File: src/rtl/bpm_pkg.sv
package bpm_pkg;
  localparam int BPM_NUM   = 16;
  localparam int BPM_IDX_W = $clog2(BPM_NUM);
  localparam int REG_W     = 64;

  // Field positions in the control word
  localparam int TYPE_LSB  = 20;
  localparam int LINK_LSB  = 16;
  localparam int SEL_LSB   = 5;
  localparam logic [REG_W-1:0] CTRL_KEEP_MASK = 64'h0000_0000_00FF_E1E7;

  typedef enum logic [3:0] {
    BT_ADDR      = 4'b0000,
    BT_ADDR_LNK  = 4'b0001,
    BT_CID       = 4'b0010,
    BT_CID_LNK   = 4'b0011,
    BT_CIDB      = 4'b0110,
    BT_CIDB_LNK  = 4'b0111,
    BT_VM        = 4'b1000,
    BT_VM_LNK    = 4'b1001,
    BT_VMCID     = 4'b1010,
    BT_VMCID_LNK = 4'b1011
  } bpType_e;

  typedef struct packed {
    logic                 ctrlWe;
    logic                 valueWe;
    logic [BPM_IDX_W-1:0] wrIdx;
    logic [REG_W-1:0]     wrData;
    logic                 sample;
  } bpmStrobe_t;

  function automatic logic isCtxType(input logic [3:0] bt);
    case (bt)
      BT_CID, BT_CID_LNK, BT_CIDB, BT_CIDB_LNK,
      BT_VM, BT_VM_LNK, BT_VMCID, BT_VMCID_LNK: return 1'b1;
      default: return 1'b0;
    endcase
  endfunction

  function automatic logic needsCid(input logic [3:0] bt);
    case (bt)
      BT_CID, BT_CID_LNK, BT_CIDB, BT_CIDB_LNK, BT_VMCID, BT_VMCID_LNK: return 1'b1;
      default: return 1'b0;
    endcase
  endfunction

  function automatic logic needsVm(input logic [3:0] bt);
    return bt[3] && !bt[2];
  endfunction

  function automatic logic selAccepts(input logic [3:0] sel, input logic addrBit1);
    case (sel)
      4'b1111: return 1'b1;
      4'b0011: return !addrBit1;
      4'b1100: return addrBit1;
      default: return 1'b0;
    endcase
  endfunction
endpackage

File: src/rtl/bpm_ctrl.sv
module bpm_ctrl
  import bpm_pkg::*;
(
  input  logic                 wrEn,
  input  logic                 wrSel,
  input  logic [BPM_IDX_W-1:0] wrIdx,
  input  logic [REG_W-1:0]     wrData,
  input  logic                 instValid,
  output bpmStrobe_t           strobe
);
  always_comb begin
    strobe.ctrlWe  = wrEn && !wrSel;
    strobe.valueWe = wrEn && wrSel;
    strobe.wrIdx   = wrIdx;
    strobe.wrData  = wrSel ? wrData : (wrData & CTRL_KEEP_MASK);
    strobe.sample  = instValid;
  end
endmodule

File: src/rtl/bpm_datapath.sv
module bpm_datapath
  import bpm_pkg::*;
#(
  parameter int NUM_BP   = BPM_NUM,
  parameter int CTX_W    = 32,
  parameter int VMID_W   = 16,
  parameter int VMID_LSB = 32
) (
  input  logic                 clk,
  input  logic                 rst_n,
  input  bpmStrobe_t           strobe,
  input  logic [REG_W-1:0]     instAddr,
  input  logic [CTX_W-1:0]     curCtxId,
  input  logic [VMID_W-1:0]    curVmid,
  input  logic                 rdSel,
  input  logic [BPM_IDX_W-1:0] rdIdx,
  output logic [REG_W-1:0]     rdData,
  output logic [NUM_BP-1:0]    hitVec,
  output logic                 bpEvent,
  output logic [NUM_BP-1:0]    enVec,
  output logic [NUM_BP-1:0]    linkableVec
);
  logic [REG_W-1:0]  ctrlReg  [NUM_BP];
  logic [REG_W-1:0]  valueReg [NUM_BP];
  logic [NUM_BP-1:0] ctxOk;
  logic [NUM_BP-1:0] linkTgt;
  logic [NUM_BP-1:0] hitNext;

  always_ff @(posedge clk or negedge rst_n) begin
    if (!rst_n) begin
      for (int k = 0; k < NUM_BP; k++) begin
        ctrlReg[k]  <= '0;
        valueReg[k] <= '0;
      end
    end else begin
      if (strobe.ctrlWe)  ctrlReg[strobe.wrIdx]  <= strobe.wrData;
      if (strobe.valueWe) valueReg[strobe.wrIdx] <= strobe.wrData;
    end
  end

  assign rdData = rdSel ? valueReg[rdIdx] : ctrlReg[rdIdx];

  for (genvar i = 0; i < NUM_BP; i++) begin : g_bp
    logic [3:0]           bt;
    logic [3:0]           sel;
    logic [BPM_IDX_W-1:0] lnk;
    logic                 en;
    logic                 cidEq;
    logic                 vmEq;
    logic                 addrOk;

    assign bt    = ctrlReg[i][TYPE_LSB +: 4];
    assign sel   = ctrlReg[i][SEL_LSB +: 4];
    assign lnk   = ctrlReg[i][LINK_LSB +: BPM_IDX_W];
    assign en    = ctrlReg[i][0];
    assign cidEq = valueReg[i][CTX_W-1:0] == curCtxId;
    assign vmEq  = valueReg[i][VMID_LSB +: VMID_W] == curVmid;

    assign ctxOk[i] = en && isCtxType(bt) && (!needsCid(bt) || cidEq) && (!needsVm(bt) || vmEq);
    assign linkTgt[i] = ctxOk[i] && bt[0];
    assign addrOk = en && (bt[3:1] == 3'b000)
                    && (valueReg[i][REG_W-1:2] == instAddr[REG_W-1:2])
                    && selAccepts(sel, instAddr[1]);

    always_comb begin
      if (bt == BT_ADDR)          hitNext[i] = addrOk;
      else if (bt == BT_ADDR_LNK) hitNext[i] = addrOk && linkTgt[lnk];
      else                        hitNext[i] = ctxOk[i] && !bt[0];
    end

    assign enVec[i]       = en;
    assign linkableVec[i] = isCtxType(bt) && bt[0];
  end

  always_ff @(posedge clk or negedge rst_n) begin
    if (!rst_n) begin
      hitVec  <= '0;
      bpEvent <= 1'b0;
    end else begin
      hitVec  <= strobe.sample ? hitNext : '0;
      bpEvent <= strobe.sample && (hitNext != '0);
    end
  end
endmodule

File: src/rtl/bpm_match_unit.sv
module bpm_match_unit
  import bpm_pkg::*;
#(
  parameter int NUM_BP   = BPM_NUM,
  parameter int CTX_W    = 32,
  parameter int VMID_W   = 16,
  parameter int VMID_LSB = 32
) (
  input  logic                 clk,
  input  logic                 rst_n,
  input  logic                 wrEn,
  input  logic                 wrSel,
  input  logic [BPM_IDX_W-1:0] wrIdx,
  input  logic [REG_W-1:0]     wrData,
  input  logic                 rdSel,
  input  logic [BPM_IDX_W-1:0] rdIdx,
  output logic [REG_W-1:0]     rdData,
  input  logic                 instValid,
  input  logic [REG_W-1:0]     instAddr,
  input  logic [CTX_W-1:0]     curCtxId,
  input  logic [VMID_W-1:0]    curVmid,
  output logic [NUM_BP-1:0]    hitVec,
  output logic                 bpEvent
);
  bpmStrobe_t        strobe;
  logic [NUM_BP-1:0] enVec;
  logic [NUM_BP-1:0] linkableVec;

  bpm_ctrl u_ctrl (
    .wrEn      (wrEn),
    .wrSel     (wrSel),
    .wrIdx     (wrIdx),
    .wrData    (wrData),
    .instValid (instValid),
    .strobe    (strobe)
  );

  bpm_datapath #(
    .NUM_BP   (NUM_BP),
    .CTX_W    (CTX_W),
    .VMID_W   (VMID_W),
    .VMID_LSB (VMID_LSB)
  ) u_dp (
    .clk         (clk),
    .rst_n       (rst_n),
    .strobe      (strobe),
    .instAddr    (instAddr),
    .curCtxId    (curCtxId),
    .curVmid     (curVmid),
    .rdSel       (rdSel),
    .rdIdx       (rdIdx),
    .rdData      (rdData),
    .hitVec      (hitVec),
    .bpEvent     (bpEvent),
    .enVec       (enVec),
    .linkableVec (linkableVec)
  );
endmodule

File: config.mk
export PLATFORM = sky130hd
export DESIGN_NAME = bpm_match_unit
export DESIGN_NICKNAME = d
export VERILOG_FILES = /design/src/rtl/bpm_pkg.sv /design/src/rtl/bpm_ctrl.sv /design/src/rtl/bpm_datapath.sv /design/src/rtl/bpm_match_unit.sv
export SDC_FILE = /design/constraint.sdc
export NUM_CORES = 2
export LEC_CHECK = 0
export BUFFER_PORTS_ARGS = -buffer_cell sky130_fd_sc_hd__buf_2
export CAP_MARGIN = 10
export CELL_PAD_IN_SITES_DETAIL_PLACEMENT = 0
export CELL_PAD_IN_SITES_GLOBAL_PLACEMENT = 2
export CORE_UTILIZATION = 40
export DETAILED_ROUTE_END_ITERATION = 7
export GPL_ROUTABILITY_DRIVEN = 1
export GPL_TIMING_DRIVEN = 0
export PLACE_DENSITY_LB_ADDON = 0.1
export SYNTH_ARGS = -nofsm -noshare
export SYNTH_HDL_FRONTEND = slang
export SYNTH_SLANG_ARGS = --single-unit
File: constraint.sdc
create_clock -name clk -period 5.4 [get_ports clk]
set_clock_uncertainty 0.15 [all_clocks]
set_input_delay 0.27 -clock clk [delete_from_list [all_inputs] [get_ports clk]]
set_output_delay 0.27 -clock clk [all_outputs]
set_load 0.03 [all_outputs]
-- Word-level counts from Yosys, hierarchy flattened
Memories as Yosys holds them, arrays and structs flattened.
Index checks and enable logic that the tools add are counted.
- bits in registers: 2065
- ROM bits: 256
- output and inout port bits: 81
- memories kept: 16
- order comparisons: 19
- eq/ne operators: 208
- mux-type cells: 109
- bitwise gates (word level): 2
- reductions and logical operators: 311
- memories (memory ; words ; width ; read ports ; clocked after Yosys merged registers in ; write ports ; RTL line ; RTL):
    (name not given) ; 16 ; 1 ; 1 ; 0 ; 0 ; bpm_pkg.sv:34 ; case (bt)
    (name not given) ; 16 ; 1 ; 1 ; 0 ; 0 ; bpm_pkg.sv:34 ;
    (name not given) ; 16 ; 1 ; 1 ; 0 ; 0 ; bpm_pkg.sv:34 ;
    (name not given) ; 16 ; 1 ; 1 ; 0 ; 0 ; bpm_pkg.sv:34 ;
    (name not given) ; 16 ; 1 ; 1 ; 0 ; 0 ; bpm_pkg.sv:34 ;
    (name not given) ; 16 ; 1 ; 1 ; 0 ; 0 ; bpm_pkg.sv:34 ;
    10 more memories ; -- ; -- ; -- ; -- ; -- ; -- ;
- operators with widths (kind ; number):
    1024-bit bitwise mux ; 2
    62-bit equality test ; 16
    64-bit binary-select mux with 4-bit select ; 2
    32-bit equality test ; 16
    64-bit two-way mux ; 7
    64-bit demux with 4-bit select ; 1
    16-bit equality test ; 16
    4-bit equality test, second input constant ; 64
    4-bit by 2-bit equality test with 1-bit output, second input constant ; 48
    1-bit logical AND ; 164
    4-bit by 3-bit equality test with 1-bit output, second input constant ; 32
    6-bit OR reduction ; 16
    4-bit by 5-bit < comparator with 1-bit output, second input constant ; 16
    1-bit logical NOT ; 66
    1-bit binary-select mux with 4-bit select ; 16
    4-bit by 1-bit equality test with 1-bit output, second input constant ; 16
    4-bit logical NOT ; 16
    1-bit two-way mux ; 64
    3-bit logical NOT ; 16
    1-bit case mux with 3 select lines ; 16
    1-bit logical OR ; 32
    16-bit two-way mux ; 1
    16-bit nonzero test ; 1
    5-bit >= comparator, second input constant ; 2
    other kinds (2) ; 3

-- Longest topological paths before layout
- depth after elaboration: 15
- depth in mapped cells: 14
- gate-level depth less buffers: 11

-- Cells and area by module
From an unflattened synthesis, not the netlist that was laid out.
- cells, all modules: 8984
- area total of the unflattened synthesis: 117800.5 um^2
- modules (own cells, without submodules) (module ; instances ; cells an instance ; area an instance (um^2)):
    bpm_datapath ; 1 ; 8908 ; 117256.2
    bpm_ctrl ; 1 ; 76 ; 544.3

-- Worst setup path before layout
No wires, ideal clock.
- path kind: reg-to-reg
- start: register u_dp.valueReg[685] (netlist bit)
- end: register u_dp.bpEvent
- library setup time: 0.067 ns
- arrival time: 2.952 ns
- data required time: 5.183 ns
- path slack: 2.231 ns
- stages on the path, launching flop included: 12
- buffers on the path: 0
- path through: dfrtp_1 -> xor2_1 -> or4_1 -> or4b_4 -> nor3_2 -> a32oi_1 -> mux2_2 -> or3_1 -> a31oi_1 -> a221oi_1 -> nand4_1 -> o41a_1
- cells in the longest elaborated chain, start to end: 11
- elaborated cells between the ends (all ways): 90
- those cells by class: eq/ne (2); mux (64); reduce/logical (24)
- ends and longest elaborated chain (what ; RTL line ; RTL):
    start, declared ; bpm_datapath.sv:24 ; logic [REG_W-1:0] valueReg [NUM_BP];
    start signal, assigned by index ; bpm_datapath.sv:37 ; if (strobe.valueWe) valueReg[strobe.wrIdx] <= strobe.wrData;
    16-bit equality test ; bpm_datapath.sv:57 ; assign vmEq = valueReg[i][VMID_LSB +: VMID_W] == curVmid;
    1-bit logical OR ; bpm_datapath.sv:59 ; assign ctxOk[i] = en && isCtxType(bt) && (!needsCid(bt) || cidEq) && (!needsVm(bt) || vmEq);
    1-bit logical AND ; bpm_datapath.sv:59 ;
    1-bit logical AND ; bpm_datapath.sv:60 ; assign linkTgt[i] = ctxOk[i] && bt[0];
    1-bit binary-select mux with 4-bit select ; bpm_datapath.sv:67 ; else if (bt == BT_ADDR_LNK) hitNext[i] = addrOk && linkTgt[lnk];
    1-bit two-way mux (not written as such) ; bpm_datapath.sv:67 ;
    1-bit logical AND ; bpm_datapath.sv:67 ;
    1-bit two-way mux ; bpm_datapath.sv:67 ;
    1-bit two-way mux ; bpm_datapath.sv:66 ; if (bt == BT_ADDR) hitNext[i] = addrOk;
    16-bit nonzero test * ; bpm_datapath.sv:81 ; bpEvent <= strobe.sample && (hitNext != '0);
    1-bit logical AND * ; bpm_datapath.sv:81 ;
    end signal, assigned ; bpm_datapath.sv:81 ;
    end, declared ; bpm_datapath.sv:19 ; output logic bpEvent,
Every way passes the cells marked *; elsewhere a longest branch is shown, timed or not. The select of a mux whose other input is x is not followed.
A chain may end at the register's enable or synchronous reset.

-- Worst setup path after layout
- start: input instAddr[19]
- end: register u_dp.bpEvent
- cells in the longest elaborated chain, start to end: 8
- elaborated cells between the ends (all ways): 98
- those cells by class: eq/ne (16); mux (32); reduce/logical (50)
- ends and longest elaborated chain (what ; RTL line ; RTL):
    start, declared ; bpm_match_unit.sv:19 ; input logic [REG_W-1:0] instAddr,
    62-bit equality test ; bpm_datapath.sv:62 ; && (valueReg[i][REG_W-1:2] == instAddr[REG_W-1:2])
    1-bit logical AND ; bpm_datapath.sv:62 ;
    1-bit logical AND ; bpm_datapath.sv:63 ; && selAccepts(sel, instAddr[1]);
    1-bit logical AND ; bpm_datapath.sv:67 ;
    1-bit two-way mux ; bpm_datapath.sv:67 ;
    1-bit two-way mux ; bpm_datapath.sv:66 ;
    16-bit nonzero test * ; bpm_datapath.sv:81 ;
    1-bit logical AND * ; bpm_datapath.sv:81 ;
Every way passes the cells marked *; elsewhere a longest branch is shown, timed or not.

==> results.py <==
metrics = {
    "sta": {
        "relSlewSlack_pct": -26.58,
        "setup_viol": 5,
        "rsz0062_at_grt": "no",
        "drv_slew": 62,
        "period_minus_slack_ns": 5.838,
        "hold_viol": 0,
        "fin_crit_sh_pct": 108.1,
        "setup_slack_ns": -0.4383,
        "tightest_slew_ns": 1.892,
        "fmax_ghz": 0.1713,
    },
    "logic_synthesis": {
        "postSynthCellCount": 8770,
        "syn-num-nets": 8960,
        "syn_area_sq_mm": 0.1129,
        "synth-main-ff-cell": "dfrtp_1",
        "synth_edf_count": 0,
        "ys_seq_elements": 2065,
        "ys.warnings.count": 0,
        "yosysSeqAreaShare_pct": 45.77,
        "synth.distinct_cells": 83,
        "async_flop_share_pct": 100.0,
        "syn_area_per_cell_sq_um": 12.87,
    },
    "clock_network": {
        "cts_tree": "built",
        "clk_path_buf_depth": 4,
        "cts.htree.levels": 4,
        "clock_latency_ns": 1.04,
        "cts_made_buffers": 236,
        "path_clk_slew_ns": 0.06,
        "clkSinkCount": 2065,
        "clock-root-buffer": "clkbuf_16",
    },
    "power_and_ir_drop": {
        "ir_worst_vdd_mv": 0.3226,
        "total_power_w": 0.05461,
        "powerDensity_mw_per_mm2": 416.5,
        "p_leak_nw": 57.01,
    },
    "critical_path": {
        "cpMostUsedCell": "nand4_1",
        "critical_path_required_ns": 6.22,
        "start_kind": "input port",
        "cp_data_arrival_time_ns": 6.66,
        "path_class": "in -> reg",
        "cp_top_family": "simple AND/OR/NAND/NOR gates",
        "crit_fanout": 10,
        "slowest_stage": "clkdlybuf4s15_1",
        "cp-end-kind": "flip-flop",
        "crit_path_max_incr_delay_ns": 1.16,
        "path_buf_inv": 2,
        "cp_cell_sequence": "clkbuf_1 > clkdlybuf4s15_1 > xnor2_1 > nand4_1 > nor4_4 > nand4_1 > nor4_2 > nand4_1 > o31ai_1 > o211ai_1 > o2111ai_1 > o41a_1",
    },
    "final_layout": {
        "mostFrequentLayoutCells": "2065 x dfrtp_1, 1310 x mux2_2, 966 x xor2_1",
        "layout_commonest_cell": "dfrtp_1",
        "layout-drive-gt1-share_pct": 31.13,
        "final_nets": 9597,
        "syn_to_final_growth_pct": 16.15,
        "fillers": 25000,
    },
    "route": {
        "finalWirelength_um": 830400,
        "post_drt_wl_per_cell_um": 61.27,
        "drt-vias-per-instance": 7.246,
        "drt_iter0_markers": 16520,
        "drc": 11,
        "dr.pass1.iters": 8,
        "vias": 98220,
        "ant_nets": 0,
    },
    "floorplanning": {
        "start_util_pct": 40.30,
        "ioPinCount": 271,
        "core_area_sq_mm": 0.2801,
        "die-area_sq_mm": 0.2844,
        "rows": 194,
        "die_h_um": 533.3,
        "die_x_um": 533.3,
    },
    "global_routing": {
        "overflow": 0,
        "grt_pass1_wl_um": 1034000,
        "grt_max_degree": 178,
        "antenna_found_initial": 200,
        "grt_pass1_vias": 91200,
        "grt_use_total_pct": 57.67,
    },
    "place": {
        "place_congestion": 1.174,
        "dpl.hpwl_um": 665400,
        "port_buffers": 167,
        "place_ws_ns": -1.573,
    },
    "flow_run": {
        "max_cap_viol_count": 13,
    },
    "hold_path": {
        "holdCritPathClass": "in -> reg",
    },
    "outcome": {
        "violations": "DRC, capacitance limit, slew limit, setup timing",
        "status": "complete, but fails checks",
    },
}
==> Yosys cell counts, drive strengths merged (8+ instances only) <==
cell     number  area share, %
a22oi        41           0.27
and2        469            2.6
a2bb2oi      10          0.078
or3          12          0.066
nand2b       17          0.094
a221o        10          0.089
o31ai         8          0.053
xnor2       479            3.7
nor3b         8          0.053
nand4       200            1.1
clkbuf      529            1.8
mux2i        22           0.20
xor2        967            7.5
mux4        679             14
nor2b       295            1.6
o22ai       102           0.57
inv         177           0.59
buf         191           0.94
o21ai       133           0.59
nor3         69           0.31
mux2       1310             13
a21oi        23           0.10
o221ai       25           0.19
o2111ai      22           0.17
dfrtp      2065             46
nand3b       15           0.10
o2bb2ai      46           0.36
a22o         21           0.16
clkinv       10          0.033
o211ai       20           0.13
a221oi       60           0.47
a2111oi      11          0.091
nand3        50           0.22
nor4        293            1.6
nand2       174           0.58
or4          17           0.12
nor2         92           0.31
==> power by group <==
part	total [W]	internal [W]	switching [W]
registers	0.0226	0.0174	0.00528
logic	0.0143	0.00499	0.00927
clock network	0.0177	0.0102	0.00749
==> state kept, by name (all words and copies together), names as in the netlist <==
signal,flops
u_dp.enVec,16
u_dp.ctrlReg,1008
u_dp.valueReg,1024
u_dp.bpEvent,1
u_dp.hitVec,16
==> worst min-delay path, cell delays in order <==
cell and delay [ns]:
dlygate4sd3_1 0.52, buf_2 0.18, mux2_2 0.17
==> repair_timing <==
action | CTS | global route
setup endpoints to repair | 2 | 2
hold buffers | 77 | 0
buffers inserted | 0 | 2
hold endpoints to repair | 926 | 0
gates resized for setup | 6 | 6
pin swaps | 1 | 1
==> final timing paths <==
path	cells after the start	to	start	slack, ns
setup / recovery	12	u_dp.bpEvent	instAddr[19]	-0.44
hold / removal	3	u_dp.ctrlReg[770]	wrData[2]	0.01
setup reg to reg	11	u_dp.bpEvent	u_dp.valueReg[669]	-0.42
hold reg to reg	1	u_dp.ctrlReg[480]	u_dp.ctrlReg[480]	0.33
max in group asynchronous	7	u_dp.valueReg[411]	rst_n	1.65
min in group asynchronous	4	u_dp.ctrlReg[996]	rst_n	0.31
==> final cells by class <==
cell class	instances	area, sq um	area share [%]
antenna	222	555.5	0.4237
buffer	720	3208	2.447
clock buffer	330	6800	5.186
clock inverter	109	1499	1.143
inverter	187	701.9	0.5353
multi-input combinational	5798	57690	43.99
sequential	2065	51670	39.41
tap	3724	4659	3.553
timing repair buffer	399	4340	3.310
==> layer usage <==
layer	global-route usage, %	share of wire, %	vias up
met5	6.429	0.14	-
met4	56.90	13	80
met3	31.34	15	3073
met2	75.79	38	9893
met1	64.26	34	51820
li1	-	-	33350
==> cells by family (layout without fill, tap and decap cells) <==
kind of cell,after synthesis,in the layout,synth area share (%)
xor+xnor,1446,1446,11.22
flops,2065,2065,45.77
compound gates,595,595,3.808
buf+inv,907,1745,3.318
mux,2011,2011,26.81
other cells,0,222,0
simple gates,1746,1746,9.070
==> stage by stage <==
step	cells	instance area (sq um)	hold slack (ns)	utilization, %	TNS, ns
after floorplan	8770	112900	-0.1756	-	0
final	13550	131100	0.01176	46.81	-1.003
after detailed placement	12800	121100	0.02340	43.23	-10.55
after global routing	13410	130800	0.02695	46.68	0
after CTS	13310	130200	0.01862	46.49	0
after global placement	12660	118400	0.3128	42.26	-
(Power assumes the default switching activity.)
